**src/rtl/bcdseg_pkg.sv**
```systemverilog
package bcdseg_pkg;
  localparam int CODE_W = 4;
  localparam int SEG_W  = 7;
  localparam int DIGITS = 10;

  typedef logic [CODE_W-1:0] code_t;
  typedef logic [SEG_W-1:0]  seg_t;
endpackage

```
**src/rtl/bcdseg_capture.sv**
```systemverilog
module bcdseg_capture #(
  parameter int W = bcdseg_pkg::CODE_W
) (
  input  logic         clk,
  input  logic         rst,
  input  logic         load_en,
  input  logic [W-1:0] d,
  output logic [W-1:0] q
);
  always_ff @(posedge clk) begin
    if (rst)          q <= '0;
    else if (load_en) q <= d;
  end

  // a loading edge takes the presented code
  assert_load_takes_R1: assert property (@(posedge clk) disable iff (rst)
    load_en |=> (q == $past(d)));

  // no loading edge, no change
  assert_hold_stable_R2: assert property (@(posedge clk) disable iff (rst)
    !load_en |=> $stable(q));
endmodule

```
**src/rtl/bcdseg_decode.sv**
```systemverilog
module bcdseg_decode
  import bcdseg_pkg::*;
(
  input  code_t code,
  output seg_t  glyph
);
  // bit order g f e d c b a
  always_comb begin
    unique case (code)
      4'd0:    glyph = 7'b0111111;
      4'd1:    glyph = 7'b0000110;
      4'd2:    glyph = 7'b1011011;
      4'd3:    glyph = 7'b1001111;
      4'd4:    glyph = 7'b1100110;
      4'd5:    glyph = 7'b1101101;
      4'd6:    glyph = 7'b1111101;
      4'd7:    glyph = 7'b0000111;
      4'd8:    glyph = 7'b1111111;
      4'd9:    glyph = 7'b1101111;
      default: glyph = 7'b0000000;
    endcase
  end
endmodule

```
**src/rtl/bcdseg_drive.sv**
```systemverilog
module bcdseg_drive #(
  parameter int W = bcdseg_pkg::SEG_W
) (
  input  logic [W-1:0] glyph,
  input  logic         blank_en,
  input  logic         invert_en,
  output logic [W-1:0] seg
);
  for (genvar i = 0; i < W; i++) begin : g_seg
    assign seg[i] = (glyph[i] & ~blank_en) ^ invert_en;
  end
endmodule

```
**src/rtl/bcd_seg_latch_decoder.sv**
```systemverilog
module bcd_seg_latch_decoder
  import bcdseg_pkg::*;
(
  input  logic              clk,
  input  logic              rst,
  input  logic [CODE_W-1:0] bcd_in,
  input  logic              load_en,
  input  logic              blank_en,
  input  logic              invert_en,
  output logic [SEG_W-1:0]  seg_out
);
  code_t code_q;
  seg_t  glyph;

  bcdseg_capture #(.W(CODE_W)) capture_i (
    .clk(clk), .rst(rst), .load_en(load_en), .d(bcd_in), .q(code_q)
  );

  bcdseg_decode decode_i (.code(code_q), .glyph(glyph));

  bcdseg_drive #(.W(SEG_W)) drive_i (
    .glyph(glyph), .blank_en(blank_en), .invert_en(invert_en), .seg(seg_out)
  );

  // blank forces all segments dark in true polarity
  assert_blank_dark_R6: assert property (@(posedge clk) disable iff (rst)
    (blank_en && !invert_en) |-> (seg_out == '0));

  // blank in inverted polarity drives every output high
  assert_blank_inverted_R7: assert property (@(posedge clk) disable iff (rst)
    (blank_en && invert_en) |-> (seg_out == '1));

  // codes above nine show nothing
  assert_invalid_blank_R5: assert property (@(posedge clk) disable iff (rst)
    (code_q > code_t'(DIGITS-1) && !invert_en) |-> (seg_out == '0));

  // a valid digit always lights at least two segments
  assert_digit_lit_R4: assert property (@(posedge clk) disable iff (rst)
    (code_q <= code_t'(DIGITS-1) && !blank_en && !invert_en)
      |-> ($countones(seg_out) >= 2));

  // eight lights everything; inverted, it lights nothing
  assert_eight_full_R4: assert property (@(posedge clk) disable iff (rst)
    (code_q == code_t'(8) && !blank_en && invert_en) |-> (seg_out == '0));
endmodule

```
**config.mk**
```make
export PLATFORM = sky130hd
export DESIGN_NAME = bcd_seg_latch_decoder
export DESIGN_NICKNAME = d
export VERILOG_FILES = /design/src/rtl/bcdseg_pkg.sv /design/src/rtl/bcdseg_capture.sv /design/src/rtl/bcdseg_decode.sv /design/src/rtl/bcdseg_drive.sv /design/src/rtl/bcd_seg_latch_decoder.sv
export SDC_FILE = /design/constraint.sdc
export NUM_CORES = 1
export LEC_CHECK = 0
export BUFFER_PORTS_ARGS = -buffer_cell sky130_fd_sc_hd__buf_2
export CAP_MARGIN = 40
export CORE_MARGIN = 3
export CORE_UTILIZATION = 51
export DETAILED_ROUTE_END_ITERATION = 16
export GPL_ROUTABILITY_DRIVEN = 0
export GPL_TIMING_DRIVEN = 0
export PLACE_DENSITY = 0.8
export SYNTH_ARGS = -nofsm -noshare
export SYNTH_HDL_FRONTEND = slang
export SYNTH_SLANG_ARGS = --single-unit
```
**constraint.sdc**
```tcl
create_clock -name clk -period 1.82 [get_ports clk]
set_input_delay 0.455 -clock clk [delete_from_list [all_inputs] [get_ports clk]]
set_output_delay 0.455 -clock clk [all_outputs]
set_load 0.005 [all_outputs]
```
==> out/metrics.csv, run 1 <==
stage,metric,value,unit
clock_tree,CTS sink cnt,11,
timing,Setup Viol. Count Final,0,
cells_and_area,number of diodes,0,
floorplan,core area,1220,um2
clock_tree,maximum clock insertion buffer count,2,
synthesis,multiplexer fraction of the synthesized cell area,0.0744,
route,antenna-violating nets left,0,
synthesis,Post-Synthesis Cells,76,
min_path,type of the most critical hold path,primary input to flip-flop,
synthesis,post-synthesis net count,91,
power_and_ir_drop,leakage power figure,0.369,nW
synthesis,area of the mapped netlist,723,um2
floorplan,Die Height,43.7,um
cells_and_area,"Design Area, Final",840,um2
power_and_ir_drop,maximum VDD drop,448,uV
synthesis,sequential element share of the synthesized area,0.304,
worst_setup_path,Max stage delay on crit path,0.32,ns
timing,unrepaired setup endpoints after global routing,no,
power_and_ir_drop,switching power,0.169,mW
worst_setup_path,Worst path slowest cell,mux2i_1,
timing,final worst path period need,1.63,ns
power_and_ir_drop,sequential share of power,0.459,
synthesis,post-synthesis simple-gate area fraction,0.199,
worst_setup_path,Worst R2R Setup Slack,0.28,ns
route,DRC violations left,0,
clock_tree,cell chosen for the clock root,clkbuf_4,
min_path,Worst Hold Depth,3,
min_path,critical hold path startpoint,bcd_in[0],
timing,worst hold margin,0.496,ns
worst_setup_path,Setup Crit Path Kind,primary input to flip-flop,
clock_tree,Post-CTS Repair Setup Buffers,0,
placed_design,Port Buf Inserts,14,
synthesis,main combinational cell family by area after synthesis,simple AND/OR/NAND/NOR gates,
clock_tree,Max H-tree Level,1,
synthesis,number of distinct library cells after synthesis,27,
synthesis,post-synthesis async set-or-reset flop share,0,
cells_and_area,area added between synthesis and finish,16.1,%
global_route,global-route wire length before repair,2330,um
global_route,largest net degree at the start of global routing,11,
min_path,hold worst-path end,capture_i.q[0]$_SDFFE_PP0P_,
timing,clock skew,0.00453,ns
synthesis,prevailing post-synth register cell,dfxtp_1,
timing,final worst path period share,0.898,
outcome,result of the run,finished clean,
route,via count,590,
floorplan,area enclosed by the die boundary,1910,um2
placed_design,DPL Wire Length,1110,um
power_and_ir_drop,proportion of power drawn by the clock network,0.285,
timing,Final Max Slew Viols,0,
route,routed length per instance,12.8,um
global_route,Total Routing Usage GR,0.160,
route,iteration count of the initial detailed-routing pass,3,
placed_design,Post-Place Cell Area,811,um2
worst_setup_path,startpoint of the worst register-to-register path,capture_i.q[1]$_SDFFE_PP0P_,
synthesis,mean cell area of the mapped netlist,9.52,um2
cells_and_area,highest-count cells in the layout ignoring fill and taps,"buf_2 (15), dfxtp_1 (11), nand2b_1 (9)",
worst_setup_path,cells traversed along the worst timing path,buf_2 -> buf_6 -> mux2i_1 -> nor2_2 -> inv_1 -> ha_1 -> a211oi_1 -> a21oi_1,
route,via/cell ratio,5.46,
power_and_ir_drop,power density over cell area,705,nW/um2
global_route,initial antenna violation count,0,
clock_tree,number of instances resized during post-cts repair,0,
power_and_ir_drop,combinational group share of total power,0.256,
worst_setup_path,Worst EP required,1.97,ns
floorplan,number of placement rows,12,
synthesis,synthesized flop and latch total,11,
cells_and_area,share of post-route cells with drive strength above 1,0.266,
worst_setup_path,critical register-to-register path endpoint,decode_i.glyph[1]$_DFF_P_,
floorplan,starting density of the core,0.595,
timing,pin slew with the least headroom to its limit,0.414,ns
synthesis,Synth Area in Compound Gates,0.161,
route,initial DRC count,4,
synthesis,number of enable flip-flop cells after synthesis,0,
route,post-detailed-routing wire length,1390,um
timing,maximum clock frequency,0.612,GHz
synthesis,xor and xnor fraction of the mapped netlist area,0.109,
worst_setup_path,crit-path leading delay family,buffers and inverters,
cells_and_area,"most common cell after layout, fill and taps aside",buf_2,
worst_setup_path,endpoint arrival time on the critical path,1.78,ns
synthesis,number of warnings printed during yosys synthesis,0,
cells_and_area,number of nets in the layout,110,
power_and_ir_drop,"sum of internal, switching and leakage power",0.592,mW
clock_tree,number of clock buffers inserted by TritonCTS,3,
floorplan,Horiz. Die Dim,43.7,um
global_route,overflow left after global routing,0,
timing,endpoints failing hold,0,
worst_setup_path,endpoint type of the worst setup path,flip-flop,
worst_setup_path,largest fanout on the critical path,10,
floorplan,IO Count,16,
global_route,via count of the first global-routing pass,556,
synthesis,synthesized-area fraction occupied by adder cells,0.104,
timing,worst-case headroom to the max-slew limit,0.716,
worst_setup_path,CP startpoint kind,primary input,
flow_run,MaxCap Viol Count,0,
worst_setup_path,startpoint of the worst setup timing path,load_en,
clock_tree,"Clk Latency, worst-skew pair",0.27,ns
clock_tree,number of buffers added to fix hold violations after cts,0,
worst_setup_path,buffering stage count on the worst path with inverters included,3,
power_and_ir_drop,total internal power,0.423,mW
power_and_ir_drop,Sw Share,0.286,
clock_tree,clock tree from TritonCTS,built,
worst_setup_path,number of cells traversed by the worst register-to-register path,6,
clock_tree,clock slew seen by the registers of the worst setup and hold paths,0.07,ns
logic make-up (layout without fill, tap and decap cells):
| family | after synthesis | count (layout) |
|---|---|---|
| compound gates | 15 | 15 |
| xor+xnor | 9 | 9 |
| fa+ha+maj | 6 | 6 |
| buf+inv | 7 | 25 |
| flops | 11 | 11 |
| mux | 5 | 5 |
| simple gates | 23 | 23 |
stage by stage:
| step | instances | util | worst slack (ns) | TNS [ns] |
|---|---|---|---|---|
| after floorplan | 76 | - | 0.117 | 0 |
| after global placement | 104 | 0.667 | -0.164 | -0.327 |
| after detailed placement | 104 | 0.667 | -0.186 | -0.423 |
| after CTS | 108 | 0.688 | 0.0812 | 0 |
| after global routing | 108 | 0.690 | 0.0859 | 0 |
| final | 108 | 0.690 | 0.185 | 0 |
final cells by class:
class / instances / area (um2)
Buffer: 3 / 20.0
Clock buffer: 4 / 26.3
Fill cell: 100 / 377
Inverter: 4 / 15.0
Multi-Input combinational cell: 58 / 470
Sequential cell: 11 / 220
Tap cell: 14 / 17.5
Timing Repair Buffer: 14 / 70.1
state kept, by name, summed over array words and instances (netlist names):
| name | flops |
|---|---|
| capture_i.q | 4 |
| decode_i.glyph | 7 |
tightest hold or removal path: cells and delay by family:
family | cells | cell delay (ns)
and+or+nand+nor | 1 | 0.08
muxes | 1 | 0.09
buffers and inverters | 1 | 0.10
routing by layer:
| metal | part of all wire | global-route usage |
|---|---|---|
| met2 | 0.50 | 0.273 |
| met5 | 0 | 0 |
| met1 | 0.44 | 0.195 |
| met4 | 0.019 | 0.0904 |
| met3 | 0.043 | 0.0124 |
power groups by stage:
stage	logic, mW	registers, mW	clock network (mW)
finish	0.151	0.272	0.169
global route	0.169	0.274	0.185
CTS	0.152	0.272	0.170
detailed placement	0.152	0.278	0
global placement	0.146	0.277	0
floorplan	0.102	0.275	0
Yosys cell counts, drive strengths merged, types with 2 or more instances:
master | n | area share
a21oi | 3 | 0.026
buf | 2 | 0.022
dfxtp | 11 | 0.30
ha | 6 | 0.10
inv | 4 | 0.021
mux2i | 5 | 0.074
nand2b | 9 | 0.078
nor2 | 8 | 0.042
nor4b | 2 | 0.033
o21ai | 2 | 0.014
o21bai | 3 | 0.031
o221ai | 3 | 0.036
xnor2 | 7 | 0.085
xor2 | 2 | 0.024
worst max-delay path by stage:
stage,to,slack (ns),depth (start not counted)
2_1_floorplan,decode_i.glyph[1]$_DFF_P_,0.12,7
3_3_place_gp,decode_i.glyph[1]$_DFF_P_,-0.16,8
4_1_cts,decode_i.glyph[1]$_DFF_P_,0.08,8
5_1_grt,decode_i.glyph[1]$_DFF_P_,0.09,8
6_report,decode_i.glyph[1]$_DFF_P_,0.19,8
3_5_place_dp,decode_i.glyph[1]$_DFF_P_,-0.19,8
Power figures use the tool's default switching activity.
==> run 2, diff against run 1 <==
--- a/config.mk
+++ b/config.mk
@@ -13,6 +13,7 @@
 export GPL_ROUTABILITY_DRIVEN = 0
 export GPL_TIMING_DRIVEN = 0
 export PLACE_DENSITY = 0.8
+export REMOVE_ABC_BUFFERS = 1
 export SYNTH_ARGS = -nofsm -noshare
 export SYNTH_HDL_FRONTEND = slang
 export SYNTH_SLANG_ARGS = --single-unit
==> run 2 against run 1 <==
Total power is 0.24% higher. Via count is 2.5% higher. Final cell count is 1.9% lower. Sequential power hardly changed. Final area is 1.3% lower. Critical endpoint unchanged. First-iteration DRC count grew to 3.3 times the previous value. Setup slack worse by 0.045 ns. Clock skew hardly changed. Clock power hardly changed.
==> out/metrics.csv, run 2 (synthesized netlist as in run 1, its figures left out) <==
stage,metric,value,unit
outcome,result of the run,finished clean,
route,post-detailed-routing wire length,1500,um
worst_setup_path,Setup Crit Path Kind,primary input to flip-flop,
floorplan,number of placement rows,12,
global_route,overflow left after global routing,0,
power_and_ir_drop,leakage power figure,0.360,nW
floorplan,starting density of the core,0.595,
clock_tree,number of buffers added to fix hold violations after cts,0,
clock_tree,number of clock buffers inserted by TritonCTS,3,
timing,unrepaired setup endpoints after global routing,no,
timing,endpoints failing hold,0,
worst_setup_path,Max stage delay on crit path,0.33,ns
cells_and_area,area added between synthesis and finish,14.5,%
cells_and_area,number of standard cells in the final layout excluding fillers,106,
cells_and_area,share of post-route cells with drive strength above 1,0.272,
cells_and_area,Largest register FFs,7,
power_and_ir_drop,sequential share of power,0.460,
worst_setup_path,crit-path leading delay family,buffers and inverters,
timing,final worst path period need,1.68,ns
global_route,Total Routing Usage GR,0.191,
timing,maximum clock frequency,0.595,GHz
route,via count,605,
route,antenna-violating nets left,0,
power_and_ir_drop,switching power,0.172,mW
worst_setup_path,Worst EP required,1.97,ns
worst_setup_path,largest fanout on the critical path,11,
global_route,largest net degree at the start of global routing,17,
clock_tree,cell chosen for the clock root,clkbuf_4,
timing,Setup Viol. Count Final,0,
flow_run,MaxCap Viol Count,0,
worst_setup_path,endpoint arrival time on the critical path,1.83,ns
power_and_ir_drop,maximum VDD drop,459,uV
placed_design,Port Buf Inserts,15,
min_path,type of the most critical hold path,primary input to flip-flop,
cells_and_area,highest-count cells in the layout ignoring fill and taps,"buf_2 (15), dfxtp_1 (11), nand2b_1 (9)",
worst_setup_path,CP startpoint kind,primary input,
clock_tree,CTS sink cnt,11,
clock_tree,clock slew seen by the registers of the worst setup and hold paths,0.07,ns
worst_setup_path,cells traversed along the worst timing path,buf_2 -> mux2i_2 -> nor2_2 -> inv_1 -> ha_1 -> a211oi_1 -> a21oi_1,
cells_and_area,number of nets in the layout,108,
worst_setup_path,endpoint type of the worst setup path,flip-flop,
floorplan,Die Height,43.7,um
route,initial DRC count,13,
floorplan,Horiz. Die Dim,43.7,um
power_and_ir_drop,proportion of power drawn by the clock network,0.286,
timing,pin slew with the least headroom to its limit,0.410,ns
cells_and_area,"Design Area, Final",828,um2
cells_and_area,final core occ,0.681,
floorplan,IO Count,16,
timing,Final Max Slew Viols,0,
floorplan,area enclosed by the die boundary,1910,um2
floorplan,core area,1220,um2
power_and_ir_drop,power density over cell area,717,nW/um2
placed_design,DPL Wire Length,1180,um
global_route,initial antenna violation count,0,
clock_tree,"Clk Latency, worst-skew pair",0.27,ns
route,DRC violations left,0,
route,via/cell ratio,5.71,
power_and_ir_drop,combinational group share of total power,0.254,
power_and_ir_drop,total internal power,0.421,mW
worst_setup_path,Worst path slowest cell,mux2i_2,
clock_tree,clock tree from TritonCTS,built,
worst_setup_path,buffering stage count on the worst path with inverters included,2,
cells_and_area,number of fill cells in the layout,101,
route,iteration count of the initial detailed-routing pass,4,
timing,final worst path period share,0.923,
power_and_ir_drop,Sw Share,0.290,
timing,worst-case headroom to the max-slew limit,0.719,
clock_tree,Max H-tree Level,1,
placed_design,Post-Place Cell Area,796,um2
global_route,global-route wire length before repair,2730,um
clock_tree,Post-CTS Repair Setup Buffers,0,
cells_and_area,"most common cell after layout, fill and taps aside",buf_2,
route,routed length per instance,14.2,um
global_route,via count of the first global-routing pass,647,
clock_tree,maximum clock insertion buffer count,2,
timing,clock skew,0.00409,ns
cells_and_area,number of diodes,0,
timing,final total negative setup slack,0,ns
placed_design,"number of placed instances, taps included",102,
[run 2: changes by cell type in the layout (fill, tap and decap cells not counted), sizes merged]
cell and change:
buf -1, clkbuf -1
[run 2: power groups by stage]
stage | registers, mW | logic [mW] | clock network (mW)
after floorplan | 0.275 | 0.0912 | 0
after global placement | 0.277 | 0.143 | 0
after detailed placement | 0.278 | 0.149 | 0
after CTS | 0.273 | 0.150 | 0.174
after global routing | 0.275 | 0.168 | 0.190
final | 0.273 | 0.151 | 0.170
[run 2: per-layer routing]
metal  routed length [um]  GRT usage
met3                   60     0.0290
met1                  612      0.215
met5                    0          0
met4                   55      0.133
met2                  775      0.326
[run 2: what timing repair did]
item,4_1_cts,5_1_grt
resized for setup,0,2
setup endpoints to repair,0,1
hold endpoints to repair,0,0
[run 2: area by class of cell]
cell class,instances,area [um2],share of cell area
clock buffers,4,26.3,0.0317
inverters,4,15.0,0.0181
multi-input cells,58,474,0.573
flip-flops and latches,11,220,0.266
well taps,14,17.5,0.0211
repair buffers,15,75.1,0.0906
[run 2: final timing paths]
check / from / to / slack [ns] / cells past startpoint
worst max-delay path: load_en / decode_i.glyph[1]$_DFF_P_ / 0.14 / 7
worst min-delay path: bcd_in[0] / capture_i.q[0]$_SDFFE_PP0P_ / 0.49 / 3
worst max register to register: capture_i.q[1]$_SDFFE_PP0P_ / decode_i.glyph[1]$_DFF_P_ / 0.27 / 6
worst min register to register: capture_i.q[0]$_SDFFE_PP0P_ / capture_i.q[0]$_SDFFE_PP0P_ / 0.55 / 2
[run 2: worst reg2reg max path, delay by kind of cell (launching register included)]
kind / cells / cell delay [ns]
flops: 1 / 0.38
compound gates: 2 / 0.32
fa+ha+maj: 1 / 0.30
simple gates: 1 / 0.19
mux: 1 / 0.12
buf+inv: 1 / 0.12
[run 2: per-stage QoR]
step	hold WS, ns	setup WS (ns)	total power [mW]
2_1_floorplan	0.481	0.251	0.367
3_3_place_gp	0.496	-0.148	0.420
3_5_place_dp	0.509	-0.193	0.428
4_1_cts	0.473	0.0835	0.597
5_1_grt	0.505	0.0138	0.634
6_report	0.489	0.141	0.594
==> run 3, diff against run 2 <==
--- a/config.mk
+++ b/config.mk
@@ -6,14 +6,15 @@
 export NUM_CORES = 1
 export LEC_CHECK = 0
 export BUFFER_PORTS_ARGS = -buffer_cell sky130_fd_sc_hd__buf_2
-export CAP_MARGIN = 40
-export CORE_MARGIN = 3
-export CORE_UTILIZATION = 51
+export CAP_MARGIN = 20
+export CORE_AREA = 3 3 40 42
 export DETAILED_ROUTE_END_ITERATION = 16
+export DIE_AREA = 0 0 43 45
 export GPL_ROUTABILITY_DRIVEN = 0
 export GPL_TIMING_DRIVEN = 0
-export PLACE_DENSITY = 0.8
+export PLACE_DENSITY = 0.56
 export REMOVE_ABC_BUFFERS = 1
 export SYNTH_ARGS = -nofsm -noshare
 export SYNTH_HDL_FRONTEND = slang
+export SYNTH_HIERARCHICAL = 1
 export SYNTH_SLANG_ARGS = --single-unit
==> run 3 against run 2 <==
The flow now finishes with violations (negative setup slack). Clock skew fell by 0.0041 ns. Global-route usage fell by 8.7 points. Final area fell by 20%. Via count fell by 32%. Final cell count fell by 17%. Largest cell class unchanged. Total power fell by 40%. Register-to-register slack improved by 0.78 ns. Routed wire length fell by 42%. Worst hold slack got worse by 0.065 ns.
==> out/metrics.csv, run 3 <==
stage,metric,value,unit
floorplan,starting density of the core,0.359,
timing,final total negative setup slack,-0.125,ns
clock_tree,"Clk Latency, worst-skew pair",0.23,ns
synthesis,number of enable flip-flop cells after synthesis,0,
floorplan,Horiz. Die Dim,43,um
floorplan,core area,1280,um2
placed_design,"number of placed instances, taps included",82,
power_and_ir_drop,leakage power figure,0.293,nW
cells_and_area,number of standard cells in the final layout excluding fillers,88,
power_and_ir_drop,combinational group share of total power,0.419,
timing,pin slew with the least headroom to its limit,0.201,ns
worst_setup_path,Setup Crit Path Kind,flip-flop to output port,
timing,final worst path period share,1.02,
global_route,via count of the first global-routing pass,389,
power_and_ir_drop,power density over cell area,538,nW/um2
worst_setup_path,end point of the critical path,seg_out[3],
worst_setup_path,startpoint of the worst setup timing path,capture_i/q[0]$_SDFFE_PP0P_,
power_and_ir_drop,Sw Share,0.305,
worst_setup_path,Worst R2R Setup Slack,1.05,ns
route,antenna-violating nets left,0,
cells_and_area,"Design Area, Final",664,um2
route,iteration count of the initial detailed-routing pass,4,
synthesis,synthesized flop and latch total,4,
synthesis,number of distinct library cells after synthesis,20,
synthesis,Post-Synthesis Cells,54,
flow_run,MaxCap Viol Count,0,
cells_and_area,Biggest register,capture_i/q,
clock_tree,number of buffers added to fix hold violations after cts,0,
route,post-detailed-routing wire length,874,um
timing,endpoints failing hold,0,
worst_setup_path,critical register-to-register path endpoint,capture_i/q[1]$_SDFFE_PP0P_,
clock_tree,cell chosen for the clock root,clkbuf_4,
global_route,global routing usage on met2,0.195,
worst_setup_path,Worst EP required,1.36,ns
min_path,type of the most critical hold path,primary input to flip-flop,
global_route,met1 Resource Use GR,0.111,
cells_and_area,registers with the highest flip-flop counts,capture_i/q (4),
worst_setup_path,endpoint type of the worst setup path,output port,
synthesis,post-synthesis async set-or-reset flop share,0,
min_path,critical hold path startpoint,rst,
synthesis,sequential element share of the synthesized area,0.173,
floorplan,Die Height,45,um
timing,worst-case headroom to the max-slew limit,0.866,
global_route,GRT Max-Usage Layer,met2,
synthesis,prevailing post-synth register cell,dfxtp_1,
synthesis,portion of synthesized cell area occupied by the leading cell type,0.173,
global_route,initial antenna violation count,0,
route,via count,411,
synthesis,mean cell area of the mapped netlist,8.55,um2
route,DRC violations left,0,
floorplan,IO Count,16,
placed_design,DPL Wire Length,684,um
worst_setup_path,CP startpoint kind,flip-flop,
timing,Setup Viol. Count Final,6,
synthesis,area of the mapped netlist,462,um2
timing,final worst slack,-0.0391,ns
route,via/cell ratio,4.67,
clock_tree,number of clock buffers inserted by TritonCTS,3,
route,routed length per instance,9.93,um
synthesis,number of warnings printed during yosys synthesis,6,
timing,Final Max Slew Viols,0,
cells_and_area,"most common cell after layout, fill and taps aside",buf_2,
timing,maximum clock frequency,0.538,GHz
power_and_ir_drop,sequential share of power,0.285,
outcome,failing checks,negative setup slack,
worst_setup_path,endpoint arrival time on the critical path,1.40,ns
route,initial DRC count,1,
cells_and_area,number of nets in the layout,90,
timing,clock skew,0,ns
placed_design,Post-Place Cell Area,543,um2
cells_and_area,share of post-route cells with drive strength above 1,0.562,
global_route,Total Routing Usage GR,0.105,
clock_tree,Max H-tree Level,1,
global_route,largest net degree at the start of global routing,8,
worst_setup_path,number of cells traversed by the worst register-to-register path,3,
placed_design,Port Buf Inserts,15,
power_and_ir_drop,switching power,0.109,mW
timing,final worst path period need,1.86,ns
clock_tree,clock slew seen by the registers of the worst setup and hold paths,0.04,ns
synthesis,dominant cell by count in the synthesized netlist,xnor2_1,
synthesis,main area contributors after synthesis,"dfxtp_1 (17%), ha_1 (16%), xnor2_1 (15%), mux2i_1 (8.7%), nand2b_1 (8.1%)",
cells_and_area,area added between synthesis and finish,43.9,%
floorplan,number of placement rows,13,
global_route,overflow left after global routing,0,
cells_and_area,number of diodes,0,
cells_and_area,highest-count cells in the layout ignoring fill and taps,"buf_2 (15), xnor2_1 (7), nand2b_1 (6)",
power_and_ir_drop,total internal power,0.248,mW
timing,unrepaired setup endpoints after global routing,yes,
power_and_ir_drop,maximum VDD drop,264,uV
outcome,result of the run,"finished, violations left",
global_route,global-route wire length before repair,1540,um
clock_tree,CTS sink cnt,4,
clock_tree,maximum clock insertion buffer count,2,
power_and_ir_drop,proportion of power drawn by the clock network,0.296,
floorplan,area enclosed by the die boundary,1940,um2
cells_and_area,Largest register FFs,4,
clock_tree,clock tree from TritonCTS,built,
global_route,met3 Use GR,0.0120,
worst_setup_path,largest fanout on the critical path,4,
synthesis,largest area contributor in the synthesized netlist,dfxtp_1,
worst_setup_path,startpoint of the worst register-to-register path,capture_i/q[1]$_SDFFE_PP0P_,
synthesis,leading post-synthesis cells by instance count,"xnor2_1 (8), ha_1 (6), nand2b_1 (6)",
run 3: cell count changes in the layout (fill, tap and decap cells not counted), sizes merged, moves of 2 or more:
cell | previous run | this run
dfxtp | 11 | 4
o221ai | 3 | 0
o21bai | 3 | 0
buf | 15 | 18
nor4b | 2 | 0
o22ai | 0 | 2
nand2b | 9 | 7
nor2 | 8 | 5
xor2 | 2 | 0
o21ai | 2 | 5
run 3: worst min-delay path by stage:
stage | end | slack (ns) | cells after the start
2_1_floorplan | capture_i/q[0]$_SDFFE_PP0P_ | 0.52 | 2
3_3_place_gp | capture_i/q[0]$_SDFFE_PP0P_ | 0.54 | 2
3_5_place_dp | capture_i/q[0]$_SDFFE_PP0P_ | 0.56 | 2
4_1_cts | capture_i/q[1]$_SDFFE_PP0P_ | 0.42 | 2
5_1_grt | capture_i/q[0]$_SDFFE_PP0P_ | 0.44 | 2
6_report | capture_i/q[1]$_SDFFE_PP0P_ | 0.42 | 2
run 3: cell families (layout without fill, tap and decap cells):
family / count (synthesis) / count (layout) / synth area share
buffers and inverters: 7 / 26 / 0.0678
AOI/OAI and AO/OA: 11 / 11 / 0.168
and+or+nand+nor: 14 / 14 / 0.190
xor gates and xnor gates: 8 / 8 / 0.152
adders and majority gates: 6 / 6 / 0.163
muxes: 4 / 4 / 0.0867
DFF: 4 / 4 / 0.173
run 3: worst max-delay path, stage by stage (launching register included):
cell	delay, ns
dfxtp_4	0.37
inv_4	0.05
ha_4	0.26
inv_2	0.03
o21ai_2	0.15
nand2b_4	0.07
xnor2_2	0.12
buf_2	0.12
run 3: what timing repair did:
item | CTS | global route
pin swaps | 6 | 6
setup endpoints to repair | 7 | 7
gates resized for setup | 17 | 10
setup buffers | 2 | 1
run 3: power groups by stage:
stage | logic (mW) | clock network [mW] | registers [mW]
2_1_floorplan | 0.0828 | 0 | 0.102
3_3_place_gp | 0.125 | 0 | 0.104
3_5_place_dp | 0.126 | 0 | 0.104
4_1_cts | 0.145 | 0.112 | 0.101
5_1_grt | 0.168 | 0.115 | 0.103
6_report | 0.150 | 0.106 | 0.102
run 3: metrics by stage:
stage	hold slack, ns	setup WS (ns)	power [mW]	util
after floorplan	0.518	-0.0369	0.185	-
after global placement	0.544	-0.269	0.229	0.423
after detailed placement	0.555	-0.298	0.230	0.423
after CTS	0.422	-0.0470	0.359	0.488
after global routing	0.438	-0.118	0.386	0.517
final	0.424	-0.0391	0.357	0.517
run 3: final cells by class:
type                       count  area (um2)
clock buffer                   3        22.5
inverter                       5        26.3
multi-input combinational     43         404
timing repair buffer          18         101
fill                         135         621
sequential                     4        91.3
tap                           15        18.8
run 3: per-layer routing:
metal  wire (um)  vias up
met1         341      183
met4           0        0
met2         476       13
met5           0        -
li1            -      215
met3          57        0
